### src/rtl/pgf_pkg.sv
// Shared definitions for the sampled pin glitch filter.
package pgf_pkg;

    // Selects whether the sample period is fixed or run-time selectable.
    typedef enum logic {
        PERIOD_FIXED  = 1'b0,
        PERIOD_SELECT = 1'b1
    } period_mode_e;

    // Number of consecutive agreeing samples needed to move the output.
    localparam int unsigned DEF_AGREE = 3;

    // Counter width able to hold values 0 .. n-1, at least one bit.
    function automatic int unsigned width_for(input int unsigned n);
        return (n <= 2) ? 1 : $clog2(n);
    endfunction

endpackage

### src/rtl/pgf_sync.sv
// Multi-stage synchronizer for one asynchronous level.
// Assumes STAGES >= 2 and that d has no timing relation to clk.
module pgf_sync #(
    parameter int unsigned STAGES = 2
) (
    input  logic clk,
    input  logic rst_n,
    input  logic d,
    output logic q
);

    logic [STAGES-1:0] chain_q;

    // Shift the raw level through the flop chain.
    always_ff @(posedge clk) begin
        if (!rst_n) chain_q <= '0;
        else        chain_q <= {chain_q[STAGES-2:0], d};
    end

    assign q = chain_q[STAGES-1];

endmodule

### src/rtl/pgf_sample_timer.sv
// Free-running divider that issues a one-cycle sample strobe every
// P clocks. In selectable mode P is SHORT_DIV or LONG_DIV, chosen by
// short_win. In fixed mode P is LONG_DIV and short_win is ignored.
// The count is compared against the limit with ">=", so a switch to a
// smaller limit wraps on the next cycle and never runs off the end.
// Assumes 2 <= SHORT_DIV <= LONG_DIV.
module pgf_sample_timer
    import pgf_pkg::*;
#(
    parameter period_mode_e MODE      = PERIOD_SELECT,
    parameter int unsigned  SHORT_DIV = 16,
    parameter int unsigned  LONG_DIV  = 64
) (
    input  logic clk,
    input  logic rst_n,
    input  logic short_win,
    output logic tick
);

    localparam int unsigned    CW        = width_for(LONG_DIV);
    localparam logic [CW-1:0]  SHORT_LIM = CW'(SHORT_DIV - 1);
    localparam logic [CW-1:0]  LONG_LIM  = CW'(LONG_DIV - 1);

    logic [CW-1:0] div_q;
    logic [CW-1:0] limit;

    generate
        if (MODE == PERIOD_SELECT) begin : g_select
            // Pick the terminal count from the period-select input.
            assign limit = short_win ? SHORT_LIM : LONG_LIM;
        end else begin : g_fixed
            logic unused_sel;
            // Fixed build: the select input has no effect.
            assign unused_sel = short_win;
            assign limit      = LONG_LIM;
        end
    endgenerate

    // Strobe when the count reaches (or has passed) the terminal value.
    assign tick = (div_q >= limit);

    // Advance the divider, restarting after each strobe.
    always_ff @(posedge clk) begin
        if (!rst_n)    div_q <= '0;
        else if (tick) div_q <= '0;
        else           div_q <= div_q + 1'b1;
    end

endmodule

### src/rtl/pgf_vote.sv
// Consecutive-agreement filter. On each strobe the sample is compared
// with the current output. A differing sample adds one vote. When AGREE
// votes in a row have accumulated, the output takes the new level.
// A sample equal to the output clears the vote count.
// Assumes AGREE >= 2 and that sample is already synchronous.
module pgf_vote
    import pgf_pkg::*;
#(
    parameter int unsigned AGREE = DEF_AGREE,
    parameter int unsigned VW    = width_for(AGREE)
) (
    input  logic          clk,
    input  logic          rst_n,
    input  logic          tick,
    input  logic          sample,
    output logic          level,
    output logic [VW-1:0] votes
);

    localparam logic [VW-1:0] LAST_VOTE = VW'(AGREE - 1);

    // Update the vote count and the filtered level on each strobe.
    always_ff @(posedge clk) begin
        if (!rst_n) begin
            level <= 1'b0;
            votes <= '0;
        end else if (tick) begin
            if (sample == level) begin
                votes <= '0;
            end else if (votes == LAST_VOTE) begin
                level <= sample;
                votes <= '0;
            end else begin
                votes <= votes + 1'b1;
            end
        end
    end

endmodule

### src/rtl/pin_glitch_filter.sv
// Top of the sampled pin glitch filter: a synchronizer, then a sample
// strobe divider, then a consecutive-agreement vote.
// Reject bound is about 2P+1 clocks and accept bound is 3P clocks,
// where P is the active sample period.
// Assumes a synchronous active-low reset and that short_win comes from
// the clk domain.
module pin_glitch_filter
    import pgf_pkg::*;
#(
    parameter period_mode_e MODE      = PERIOD_SELECT,
    parameter int unsigned  SHORT_DIV = 16,
    parameter int unsigned  LONG_DIV  = 64,
    parameter int unsigned  AGREE     = DEF_AGREE,
    parameter int unsigned  SYNC_LEN  = 2
) (
    input  logic clk,
    input  logic rst_n,
    input  logic pin_raw,
    input  logic short_win,
    output logic level_out
);

    localparam int unsigned VW = width_for(AGREE);

    logic          sync_lvl;
    logic          smp_tick;
    logic [VW-1:0] vote_cnt;

    pgf_sync #(
        .STAGES (SYNC_LEN)
    ) u_sync (
        .clk   (clk),
        .rst_n (rst_n),
        .d     (pin_raw),
        .q     (sync_lvl)
    );

    pgf_sample_timer #(
        .MODE      (MODE),
        .SHORT_DIV (SHORT_DIV),
        .LONG_DIV  (LONG_DIV)
    ) u_timer (
        .clk       (clk),
        .rst_n     (rst_n),
        .short_win (short_win),
        .tick      (smp_tick)
    );

    pgf_vote #(
        .AGREE (AGREE),
        .VW    (VW)
    ) u_vote (
        .clk    (clk),
        .rst_n  (rst_n),
        .tick   (smp_tick),
        .sample (sync_lvl),
        .level  (level_out),
        .votes  (vote_cnt)
    );

endmodule

### config.mk
export PLATFORM = sky130hd
export DESIGN_NAME = pin_glitch_filter
export DESIGN_NICKNAME = d
export VERILOG_FILES = /design/src/rtl/pgf_pkg.sv /design/src/rtl/pgf_sync.sv /design/src/rtl/pgf_sample_timer.sv /design/src/rtl/pgf_vote.sv /design/src/rtl/pin_glitch_filter.sv
export SDC_FILE = /design/constraint.sdc
export NUM_CORES = 1
export LEC_CHECK = 0
export BUFFER_PORTS_ARGS = -buffer_cell sky130_fd_sc_hd__buf_2
export CAP_MARGIN = 20
export CORE_AREA = 2 2 39 41
export DETAILED_ROUTE_END_ITERATION = 8
export DIE_AREA = 0 0 41 43
export GPL_TIMING_DRIVEN = 0
export MAX_ROUTING_LAYER = met4
export PLACE_DENSITY = 0.61
export SETUP_SLACK_MARGIN = 0.15
export SYNTH_ARGS = -nofsm -noshare
export SYNTH_HDL_FRONTEND = slang
export SYNTH_HIERARCHICAL = 1
export SYNTH_SLANG_ARGS = --single-unit
### constraint.sdc
create_clock -name clk -period 3.82 [get_ports clk]
set_input_delay 0.764 -clock clk [delete_from_list [all_inputs] [get_ports clk]]
set_output_delay 0.764 -clock clk [all_outputs]
set_load 0.01 [all_outputs]
==> flow_metrics.py, run 1 <==
metrics = {
    "critical_path": {
        "worst_setup_path_end_kind": "flip-flop",
        "worstPathArrival_ns": 2.03,
        "crit_required_ns": 4.01,
        "r2r_cells": 5,
        "critPathLaunchType": "input port",
        "r2r_setup_slack_ns": 2.28,
        "r2r-start": "u_timer/div_q[0]$_SDFF_PP0_",
        "worstSetupPathType": "input port to flip-flop",
        "crit_fanout": 5,
        "crit-reg2reg-capture": "u_vote/level$_SDFFE_PN0P_",
    },
    "sta": {
        "setup_viol": 0,
        "slew_viol_final": 0,
        "min_period_ns": 1.841,
        "clock-skew-final_ns": 0.001595,
        "maxSlewHeadroom_pct": 69.35,
        "rsz0062_at_grt": "no",
        "whs_ns": 0.4382,
        "fin_tns_setup_ns": 0,
        "hold_viol_final": 0,
        "fin_crit_sh_pct": 48.19,
        "worstMarginPinSlew_ns": 0.4550,
        "fmax_mhz": 543.2,
    },
    "cts": {
        "clock_path_buffers": 2,
        "cts_made_buffers": 3,
        "postCtsSetupRepairBufs": 0,
        "holdBufCountCts": 0,
        "cts_tree": "yes",
        "clkLatencyLatePin_ns": 0.26,
        "numClockSinks": 11,
        "cts.reportedPaths.clkPinSlew_ns": 0.07,
        "htree_levels": 1,
        "clockRootBuffer": "clkbuf_4",
        "cts_resized": 0,
    },
    "global_routing": {
        "antenna_found_initial": 0,
        "grt_pass1_wl_um": 1138,
        "grt_usage_pct": 10.55,
        "grt_overflow_total": 0,
        "grt_pass1_vias": 293,
        "grt_max_degree": 11,
    },
    "finish": {
        "area_growth_pct": 14.52,
        "layout.nets": 63,
        "drive_above_1_share_pct": 18.18,
        "n_fill_cell": 149,
        "diodes": 0,
        "layout_common_cells": "dfxtp_1, buf_2, nand2_1, nor2_1",
        "final_common_cell": "dfxtp_1",
    },
    "hold_path": {
        "holdPathEnd": "u_sync/chain_q[1]$_SDFF_PN0_",
        "hold_start": "u_sync/chain_q[0]$_SDFF_PN0_",
        "min_path_cells": 1,
        "hold_path.class": "flip-flop to flip-flop",
    },
    "placement": {
        "portBuffers": 4,
        "gp_congestion": 0.6792,
    },
    "power_and_ir_drop": {
        "cellPowerDensity_nw_per_um2": 391.7,
        "total_leakage_power_nw": 0.2203,
        "vdd_drop_max_mv": 0.1644,
    },
    "synthesis": {
        "ys_ff_latch": 11,
        "netlist_area_sq_um": 465.4,
        "synth_top_cell_by_area": "dfxtp_1",
        "synthDistinctLibCells": 20,
        "netlist_instances": 47,
        "synth_seq_area_share_pct": 47.31,
        "avgSynthCellArea_sq_um": 9.903,
        "synth_area_leaders": "dfxtp_1, ha_1, xor2_1, nand3b_1, nand3_1",
        "ys_warn_count": 6,
        "syn_nets": 54,
        "synth_top_area_share_pct": 47.31,
    },
    "run_status": {
        "status": "finished, final reports clean",
    },
    "die": {
        "rows": 14,
        "die_area_sq_um": 1763,
        "core_sq_um": 1384,
        "start_util_pct": 33.63,
        "die_x_um": 41,
        "die_h_um": 43,
        "io_pins": 5,
    },
    "detailed_routing": {
        "wire_per_inst_um": 9.338,
        "ant_nets": 0,
        "drt_iter0_drc": 4,
        "vias": 355,
        "drc": 0,
        "viasPerCell": 5.000,
        "firstDrtPassIters": 4,
        "wl_um": 663,
    },
    "job": {
        "cap_violations": 0,
    },
}
-- routing by layer --
layer | routed length, um | track usage [%] | part of all wire, % | vias up
li1 | - | - | - | 185
met1 | 323 | 11.44 | 49 | 164
met2 | 306 | 13.44 | 46 | 4
met3 | 10 | 3.141 | 1.5 | 2
met4 | 22 | 12.00 | 3.3 | 0
met5 | 0 | - | 0 | -
-- power by group --
part | switching [mW] | internal (mW) | leakage (nW) | total (mW)
sequential | 0.00286 | 0.118 | 0.0897 | 0.121
clock | 0.0381 | 0.0386 | 0.0177 | 0.0767
combinational | 0.00575 | 0.00502 | 0.113 | 0.0108
-- area by class of cell --
cell class                 count  area [sq um]  area share, %
sequential                    11         220.2          41.31
clock buffer                   3         22.52          4.225
timing repair buffer           4         20.02          3.756
tap                           16         20.02          3.756
clock inverter                 1         5.005         0.9390
inverter                       1         3.754         0.7042
multi-input combinational     35         241.5          45.31
-- state kept, by name, summed over array words and instances (netlist names) --
register and count:
u_vote/votes 2, u_sync/chain_q 2, u_vote/level 1, u_timer/div_q 6
-- synthesized netlist by cell type, drive strengths merged --
cell      n
nand2     4
dfxtp    11
o21ai     4
nand4bb   1
ha        3
a21oi     2
xnor2     1
o211ai    1
or3       1
nand3     3
xor2      3
mux2i     1
inv       1
nor2      4
and3      1
nand4b    1
and2      2
nand3b    3
-- worst max-delay path, stage by stage --
cell      delay (ns)
buf_2           0.11
ha_1            0.30
a21oi_1         0.26
o21ai_0         0.25
nand3b_1        0.16
mux2i_1         0.19
-- metrics by stage --
step | power [mW] | utilization [%] | std cells | instance area (sq um) | worst slack [ns]
floorplan | 0.1305 | - | 47 | 465.4 | 2.006
global placement | 0.1347 | 36.53 | 67 | 505.5 | 1.758
detailed placement | 0.1351 | 36.53 | 67 | 505.5 | 1.708
CTS | 0.2124 | 38.52 | 71 | 533.0 | 1.984
global route | 0.2226 | 38.52 | 71 | 533.0 | 1.917
finish | 0.2088 | 38.52 | 71 | 533.0 | 1.979
-- how the worst max path moves through the flow --
stage,startpoint,end,slack (ns)
final,short_win,u_vote/level$_SDFFE_PN0P_,1.98
after global routing,short_win,u_vote/level$_SDFFE_PN0P_,1.92
after CTS,short_win,u_vote/level$_SDFFE_PN0P_,1.98
after detailed placement,short_win,u_vote/level$_SDFFE_PN0P_,1.71
after global placement,short_win,u_vote/level$_SDFFE_PN0P_,1.76
after floorplan,short_win,u_vote/level$_SDFFE_PN0P_,2.01
-- logic make-up (layout without fill, tap and decap cells) --
group	count (synthesis)	in the layout	share of synthesized area [%]
buffers and inverters	1	9	0.8057
flip-flops	11	11	47.31
XOR/XNOR	4	4	7.528
AO/OA/AOI/OAI	7	7	9.945
adder cells (fa/ha/maj)	3	3	8.065
multiplexers	1	1	2.151
AND/OR/NAND/NOR	20	20	24.19
No activity file was read; power rests on OpenSTA's default activity.
==> run 2, diff against run 1 <==
--- a/config.mk
+++ b/config.mk
@@ -5,6 +5,7 @@
 export SDC_FILE = /design/constraint.sdc
 export NUM_CORES = 1
 export LEC_CHECK = 0
+export ABC_AREA = 1
 export BUFFER_PORTS_ARGS = -buffer_cell sky130_fd_sc_hd__buf_2
 export CAP_MARGIN = 20
 export CORE_AREA = 2 2 39 41
@@ -12,7 +13,7 @@
 export DIE_AREA = 0 0 41 43
 export GPL_TIMING_DRIVEN = 0
 export MAX_ROUTING_LAYER = met4
-export PLACE_DENSITY = 0.61
+export PLACE_DENSITY = 0.66
 export SETUP_SLACK_MARGIN = 0.15
 export SYNTH_ARGS = -nofsm -noshare
 export SYNTH_HDL_FRONTEND = slang
==> constraint.sdc (replaced) <==
create_clock -name clk -period 1.53 [get_ports clk]
set_input_delay 0.306 -clock clk [delete_from_list [all_inputs] [get_ports clk]]
set_output_delay 0.306 -clock clk [all_outputs]
set_load 0.01 [all_outputs]
==> run 2 against run 1 <==
Clock power rose to 2.6 times the previous value; combinational power rose to 3.0 times the previous value; non-clock buffer count unchanged; first-iteration DRC count up 50%; core utilization up 4.1 points; largest cell class unchanged.
==> flow_metrics.py, run 2 <==
metrics = {
    "hold_path": {
        "min_path_cells": 3,
        "holdPathEnd": "u_sync/chain_q[0]$_SDFF_PN0_",
        "hold_start": "pin_raw",
        "hold_path.class": "input port to flip-flop",
    },
    "placement": {
        "portBuffers": 4,
        "dpl_cell_area_sq_um": 539.3,
        "pre_cts_slack_ns": -0.007774,
        "gp_congestion": 0.6778,
        "hpwl_um": 549.2,
    },
    "finish": {
        "final_common_cell": "nand2_1",
        "n_fill_cell": 143,
        "finish.utilization_pct": 42.59,
        "area_growth_pct": 18.05,
        "diodes": 0,
        "reg.largest.list": "u_timer/div_q (6), u_sync/chain_q (2), u_vote/votes (2)",
        "layout.nets": 80,
        "regMostFlops": "u_timer/div_q",
        "drive_above_1_share_pct": 26.39,
        "multi_input_area_sq_um": 262.8,
        "layout_common_cells": "nand2_1, inv_1, nor2_1",
        "seqCellArea_sq_um": 222.7,
        "largest_register_ffs": 6,
        "postLayoutCellArea_sq_um": 589.3,
    },
    "sta": {
        "fin_crit_sh_pct": 84.76,
        "clock-skew-final_ns": 0.01010,
        "hold_viol_final": 0,
        "slew_viol_final": 0,
        "fin_ws_ns": 0.2331,
        "rsz0062_at_grt": "no",
        "maxSlewHeadroom_pct": 89.26,
        "min_period_ns": 1.297,
        "setup_viol": 0,
        "worstMarginPinSlew_ns": 0.1601,
        "fmax_mhz": 771.1,
    },
    "global_routing": {
        "grt_max_degree": 7,
        "antenna_found_initial": 0,
        "grt_pass1_vias": 327,
        "grt_pass1_wl_um": 1235,
        "grt_overflow_total": 0,
        "grt_usage_pct": 11.51,
    },
    "detailed_routing": {
        "wl_um": 762,
        "drt_iter0_drc": 6,
        "wire_per_inst_um": 8.659,
        "vias": 389,
        "firstDrtPassIters": 2,
        "ant_nets": 0,
        "drc": 0,
        "viasPerCell": 4.420,
    },
    "synthesis": {
        "ys_warn_count": 6,
        "ys_ff_latch": 11,
        "synth_top_cell_by_area": "dfxtp_1",
        "synth_edf_count": 0,
        "yosysMostFrequentCell": "nand2_1",
        "synth_top_area_share_pct": 44.11,
        "synthDistinctLibCells": 16,
        "netlist_area_sq_um": 499.2,
        "synth_seq_area_share_pct": 44.11,
        "synth_area_leaders": "dfxtp_1, nand2_1, ha_1, inv_1, nor2_1",
        "async_flop_share_pct": 0,
        "syn_nets": 71,
        "yosys-top-cells-count": "nand2_1, dfxtp_1, inv_1, nor2_1, ha_1",
        "synth_flop_cell": "dfxtp_1",
        "avgSynthCellArea_sq_um": 7.800,
        "netlist_instances": 64,
    },
    "cts": {
        "cts.reportedPaths.clkPinSlew_ns": 0.07,
        "clkLatencyLatePin_ns": 0.27,
        "cts_made_buffers": 3,
        "holdBufCountCts": 0,
        "numClockSinks": 11,
        "cts_tree": "yes",
        "clock_path_buffers": 2,
        "htree_levels": 1,
        "postCtsSetupRepairBufs": 0,
        "clockRootBuffer": "clkbuf_4",
    },
    "critical_path": {
        "crit_fanout": 5,
        "worstSetupPathType": "flip-flop to flip-flop",
        "crit_required_ns": 1.75,
        "r2r-start": "u_timer/div_q[4]$_SDFF_PP0_",
        "worst_setup_path_end_kind": "flip-flop",
        "worstPathArrival_ns": 1.51,
        "critPathLaunchType": "flip-flop",
        "r2r_cells": 7,
        "crit-reg2reg-capture": "u_vote/votes[0]$_SDFFE_PN0P_",
        "r2r_setup_slack_ns": 0.23,
    },
    "power_and_ir_drop": {
        "vdd_drop_max_mv": 0.5828,
        "total_leakage_power_nw": 0.2636,
        "cellPowerDensity_nw_per_um2": 901.5,
    },
    "die": {
        "die_h_um": 43,
        "die_area_sq_um": 1763,
        "die_x_um": 41,
        "io_pins": 5,
        "rows": 14,
        "core_sq_um": 1384,
        "start_util_pct": 36.08,
    },
    "run_status": {
        "status": "finished, final reports clean",
    },
    "job": {
        "cap_violations": 0,
    },
}
## run 2: what timing repair did
action / 4_1_cts / 5_1_grt
pin swaps: 0 / 2
gates resized for setup: 1 / 5
setup endpoints to repair: 1 / 2
## run 2: where the power goes
part           leakage, nW  internal, mW  switching [mW]
combinational        0.158        0.0149          0.0178
clock               0.0150         0.101          0.0951
sequential          0.0904         0.296         0.00635
total                0.264         0.412           0.119
## run 2: worst max-delay path, stage by stage (launching register included)
cell and delay [ns]:
dfxtp_2 0.34, ha_1 0.28, nand2_1 0.06, inv_1 0.04, nand2_2 0.07, nand2_2 0.08, or2_0 0.25, a21oi_2 0.12
## run 2: metal layers
layer	track usage [%]	wire, um	vias to the layer above	share of wire (%)
met4	6.000	12	0	1.6
met5	-	0	-	0
li1	-	-	211	-
met2	15.94	351	6	46
met1	10.89	351	168	46
met3	9.424	46	4	6.0
## run 2: cell families (layout without fill, tap and decap cells)
family | after synthesis | after routing | share of synthesized area, %
buffers and inverters | 10 | 18 | 7.520
xor gates and xnor gates | 3 | 3 | 5.264
AOI/OAI and AO/OA | 6 | 6 | 7.518
DFF | 11 | 11 | 44.11
adders and majority gates | 3 | 3 | 7.520
and+or+nand+nor | 31 | 31 | 28.07
## run 2: per-stage QoR
| stage | hold WS [ns] | setup TNS, ns | power [mW] | cells |
|---|---|---|---|---|
| detailed placement | 0.4108 | -0.007774 | 0.3391 | 84 |
| global placement | 0.3954 | 0 | 0.3367 | 84 |
| CTS | 0.2025 | 0 | 0.5459 | 88 |
| global route | 0.2368 | 0 | 0.5644 | 88 |
| finish | 0.2212 | 0 | 0.5313 | 88 |
| floorplan | 0.3900 | 0 | 0.3278 | 64 |
## run 2: area by class of cell
type	count	share of cell area, %
sequential	11	37.79
multi-input combinational	43	44.59
clock buffer	4	4.459
inverter	10	6.369
timing repair buffer	4	3.397
tap	16	3.397
## run 2: how the worst max path moves through the flow
stage                     slack, ns                   startpoint                            to  depth (start not counted)
after floorplan                0.18                    short_win  u_vote/votes[0]$_SDFFE_PN0P_                          5
after global placement        0.006                    short_win  u_vote/votes[0]$_SDFFE_PN0P_                          6
after detailed placement     -0.008                    short_win  u_vote/votes[0]$_SDFFE_PN0P_                          6
after CTS                      0.17  u_timer/div_q[5]$_SDFF_PP0_  u_vote/votes[0]$_SDFFE_PN0P_                          5
after global routing           0.17  u_timer/div_q[4]$_SDFF_PP0_  u_vote/votes[0]$_SDFFE_PN0P_                          7
final                          0.23  u_timer/div_q[4]$_SDFF_PP0_  u_vote/votes[0]$_SDFFE_PN0P_                          7
==> run 3, diff against run 2 <==
--- a/config.mk
+++ b/config.mk
@@ -5,7 +5,7 @@
 export SDC_FILE = /design/constraint.sdc
 export NUM_CORES = 1
 export LEC_CHECK = 0
-export ABC_AREA = 1
+export ABC_AREA = 0
 export BUFFER_PORTS_ARGS = -buffer_cell sky130_fd_sc_hd__buf_2
 export CAP_MARGIN = 20
 export CORE_AREA = 2 2 39 41
@@ -13,7 +13,7 @@
 export DIE_AREA = 0 0 41 43
 export GPL_TIMING_DRIVEN = 0
 export MAX_ROUTING_LAYER = met4
-export PLACE_DENSITY = 0.66
+export PLACE_DENSITY = 0.63
 export SETUP_SLACK_MARGIN = 0.15
 export SYNTH_ARGS = -nofsm -noshare
 export SYNTH_HDL_FRONTEND = slang
==> constraint.sdc (replaced) <==
create_clock -name clk -period 1.1 [get_ports clk]
set_input_delay 0.22 -clock clk [delete_from_list [all_inputs] [get_ports clk]]
set_output_delay 0.22 -clock clk [all_outputs]
set_load 0.01 [all_outputs]
==> run 3 against run 2 <==
The run now ends with setup timing left; clock power is 40% higher; highest routed layer is now met3; combinational power is 120% higher; maximum frequency is 8.0% higher; clock-buffer cell count stayed put; non-clock buffer count is 7 higher; critical path depth is 2 lower.
==> flow_metrics.py, run 3 (synthesized netlist as in run 1, its figures left out) <==
metrics = {
    "placement": {
        "hpwl_um": 570.1,
        "pre_cts_slack_ns": -0.1474,
        "portBuffers": 4,
        "gp_congestion": 0.7305,
        "dp_cells": 67,
    },
    "finish": {
        "area_growth_pct": 48.92,
        "multi_input_area_sq_um": 337.8,
        "layout.nets": 70,
        "layout_common_cells": "dfxtp_1, buf_4, buf_2",
        "n_fill_cell": 136,
        "reg.largest.list": "u_timer/div_q (6), u_sync/chain_q (2), u_vote/votes (2)",
        "layoutNonFillerInstCount": 78,
        "largest_register_ffs": 6,
        "diodes": 0,
        "drive_above_1_share_pct": 46.77,
        "regMostFlops": "u_timer/div_q",
        "seqCellArea_sq_um": 232.7,
    },
    "critical_path": {
        "crit_fanout": 5,
        "worstSetupPathType": "flip-flop to flip-flop",
        "worstPathArrival_ns": 1.35,
        "worst_setup_path_end_kind": "flip-flop",
        "critPathLaunchType": "flip-flop",
        "crit_required_ns": 1.25,
    },
    "sta": {
        "slew_viol_final": 0,
        "setup_viol": 9,
        "min_period_ns": 1.201,
        "hold_viol_final": 0,
        "clock-skew-final_ns": 0.002739,
        "fmax_mhz": 832.7,
        "fin_crit_sh_pct": 109.2,
        "worstMarginPinSlew_ns": 0.2410,
        "rsz0062_at_grt": "yes",
        "fin_ws_ns": -0.1010,
        "maxSlewHeadroom_pct": 83.86,
    },
    "die": {
        "start_util_pct": 33.63,
        "core_sq_um": 1384,
        "die_area_sq_um": 1763,
        "io_pins": 5,
        "die_x_um": 41,
        "rows": 14,
        "die_h_um": 43,
    },
    "cts": {
        "clock_path_buffers": 2,
        "cts.reportedPaths.clkPinSlew_ns": 0.07,
        "numClockSinks": 11,
        "cts_tree": "yes",
        "htree_levels": 1,
        "clockRootBuffer": "clkbuf_4",
        "cts_made_buffers": 3,
        "clkLatencyLatePin_ns": 0.26,
    },
    "power_and_ir_drop": {
        "total_leakage_power_nw": 0.2571,
        "cellPowerDensity_nw_per_um2": 1110,
        "vdd_drop_max_mv": 0.7099,
        "power_uw": 769.2,
    },
    "hold_path": {
        "hold_path.class": "input port to flip-flop",
    },
    "detailed_routing": {
        "drc": 0,
        "ant_nets": 0,
        "wl_um": 868,
        "vias": 377,
        "wire_per_inst_um": 11.13,
        "firstDrtPassIters": 4,
        "drt_iter0_drc": 13,
        "viasPerCell": 4.833,
    },
    "global_routing": {
        "grt_usage_pct": 13.99,
        "antenna_found_initial": 0,
        "grt_overflow_total": 0,
        "grt_pass1_vias": 386,
        "use_met1_pct": 17.11,
        "grt-busiest-layer": "met2",
        "use_met3_pct": 4.712,
        "met2_usage_pct": 18.44,
        "grt_pass1_wl_um": 1538,
        "grt_max_degree": 11,
    },
    "run_status": {
        "status": "finished with violations",
        "violations": "setup timing",
    },
    "job": {
        "cap_violations": 0,
    },
}
## run 3: area by class of cell
cell class	instances	area share, %
repair buffers	11	10.47
well taps	16	2.888
clock buffers	4	3.791
multi-input cells	35	48.74
flip-flops and latches	11	33.57
inverters	1	0.5415
## run 3: routing by layer
metal,up-vias,part of all wire (%)
met5,-,0
met4,0,0
met2,6,48
li1,195,-
met3,0,3.1
met1,176,48
## run 3: repair_timing
item	CTS	global route
resized for setup	4	4
setup endpoints to repair	10	10
pin swaps	4	2
hold buffers	0	0
buffers inserted	6	1
## run 3: metrics by stage
stage               cell area, sq um  util [%]   TNS, ns  hold slack (ns)
global route                   693.2     50.09    -1.219           0.1423
detailed placement             579.3     41.86   -0.7614           0.4240
global placement               579.3     41.86   -0.6426           0.4174
finish                         693.2     50.09   -0.5915           0.1570
CTS                            673.1     48.64   -0.6874           0.1501
floorplan                      539.3         -  -0.04618           0.3417
## run 3: final timing paths
kind,startpoint,to,slack (ns),cells past startpoint
max,u_timer/div_q[5]$_SDFF_PP0_,u_vote/level$_SDFFE_PN0P_,-0.10,5
min,pin_raw,u_sync/chain_q[0]$_SDFF_PN0_,0.16,2
max reg2reg,u_timer/div_q[5]$_SDFF_PP0_,u_vote/level$_SDFFE_PN0P_,-0.10,5
min reg2reg,u_sync/chain_q[0]$_SDFF_PN0_,u_sync/chain_q[1]$_SDFF_PN0_,0.44,1
## run 3: worst max-delay path, cell delays in order (launching register included)
cell and delay, ns:
dfxtp_2 0.33, ha_4 0.29, nand2_4 0.06, o21ai_4 0.16, nand3b_1 0.11, mux2i_1 0.13
## run 3: power by group
part	switching, mW	total [mW]	internal, mW
sequential	0.0142	0.423	0.409
clock	0.134	0.275	0.140
combinational	0.0334	0.0714	0.0380
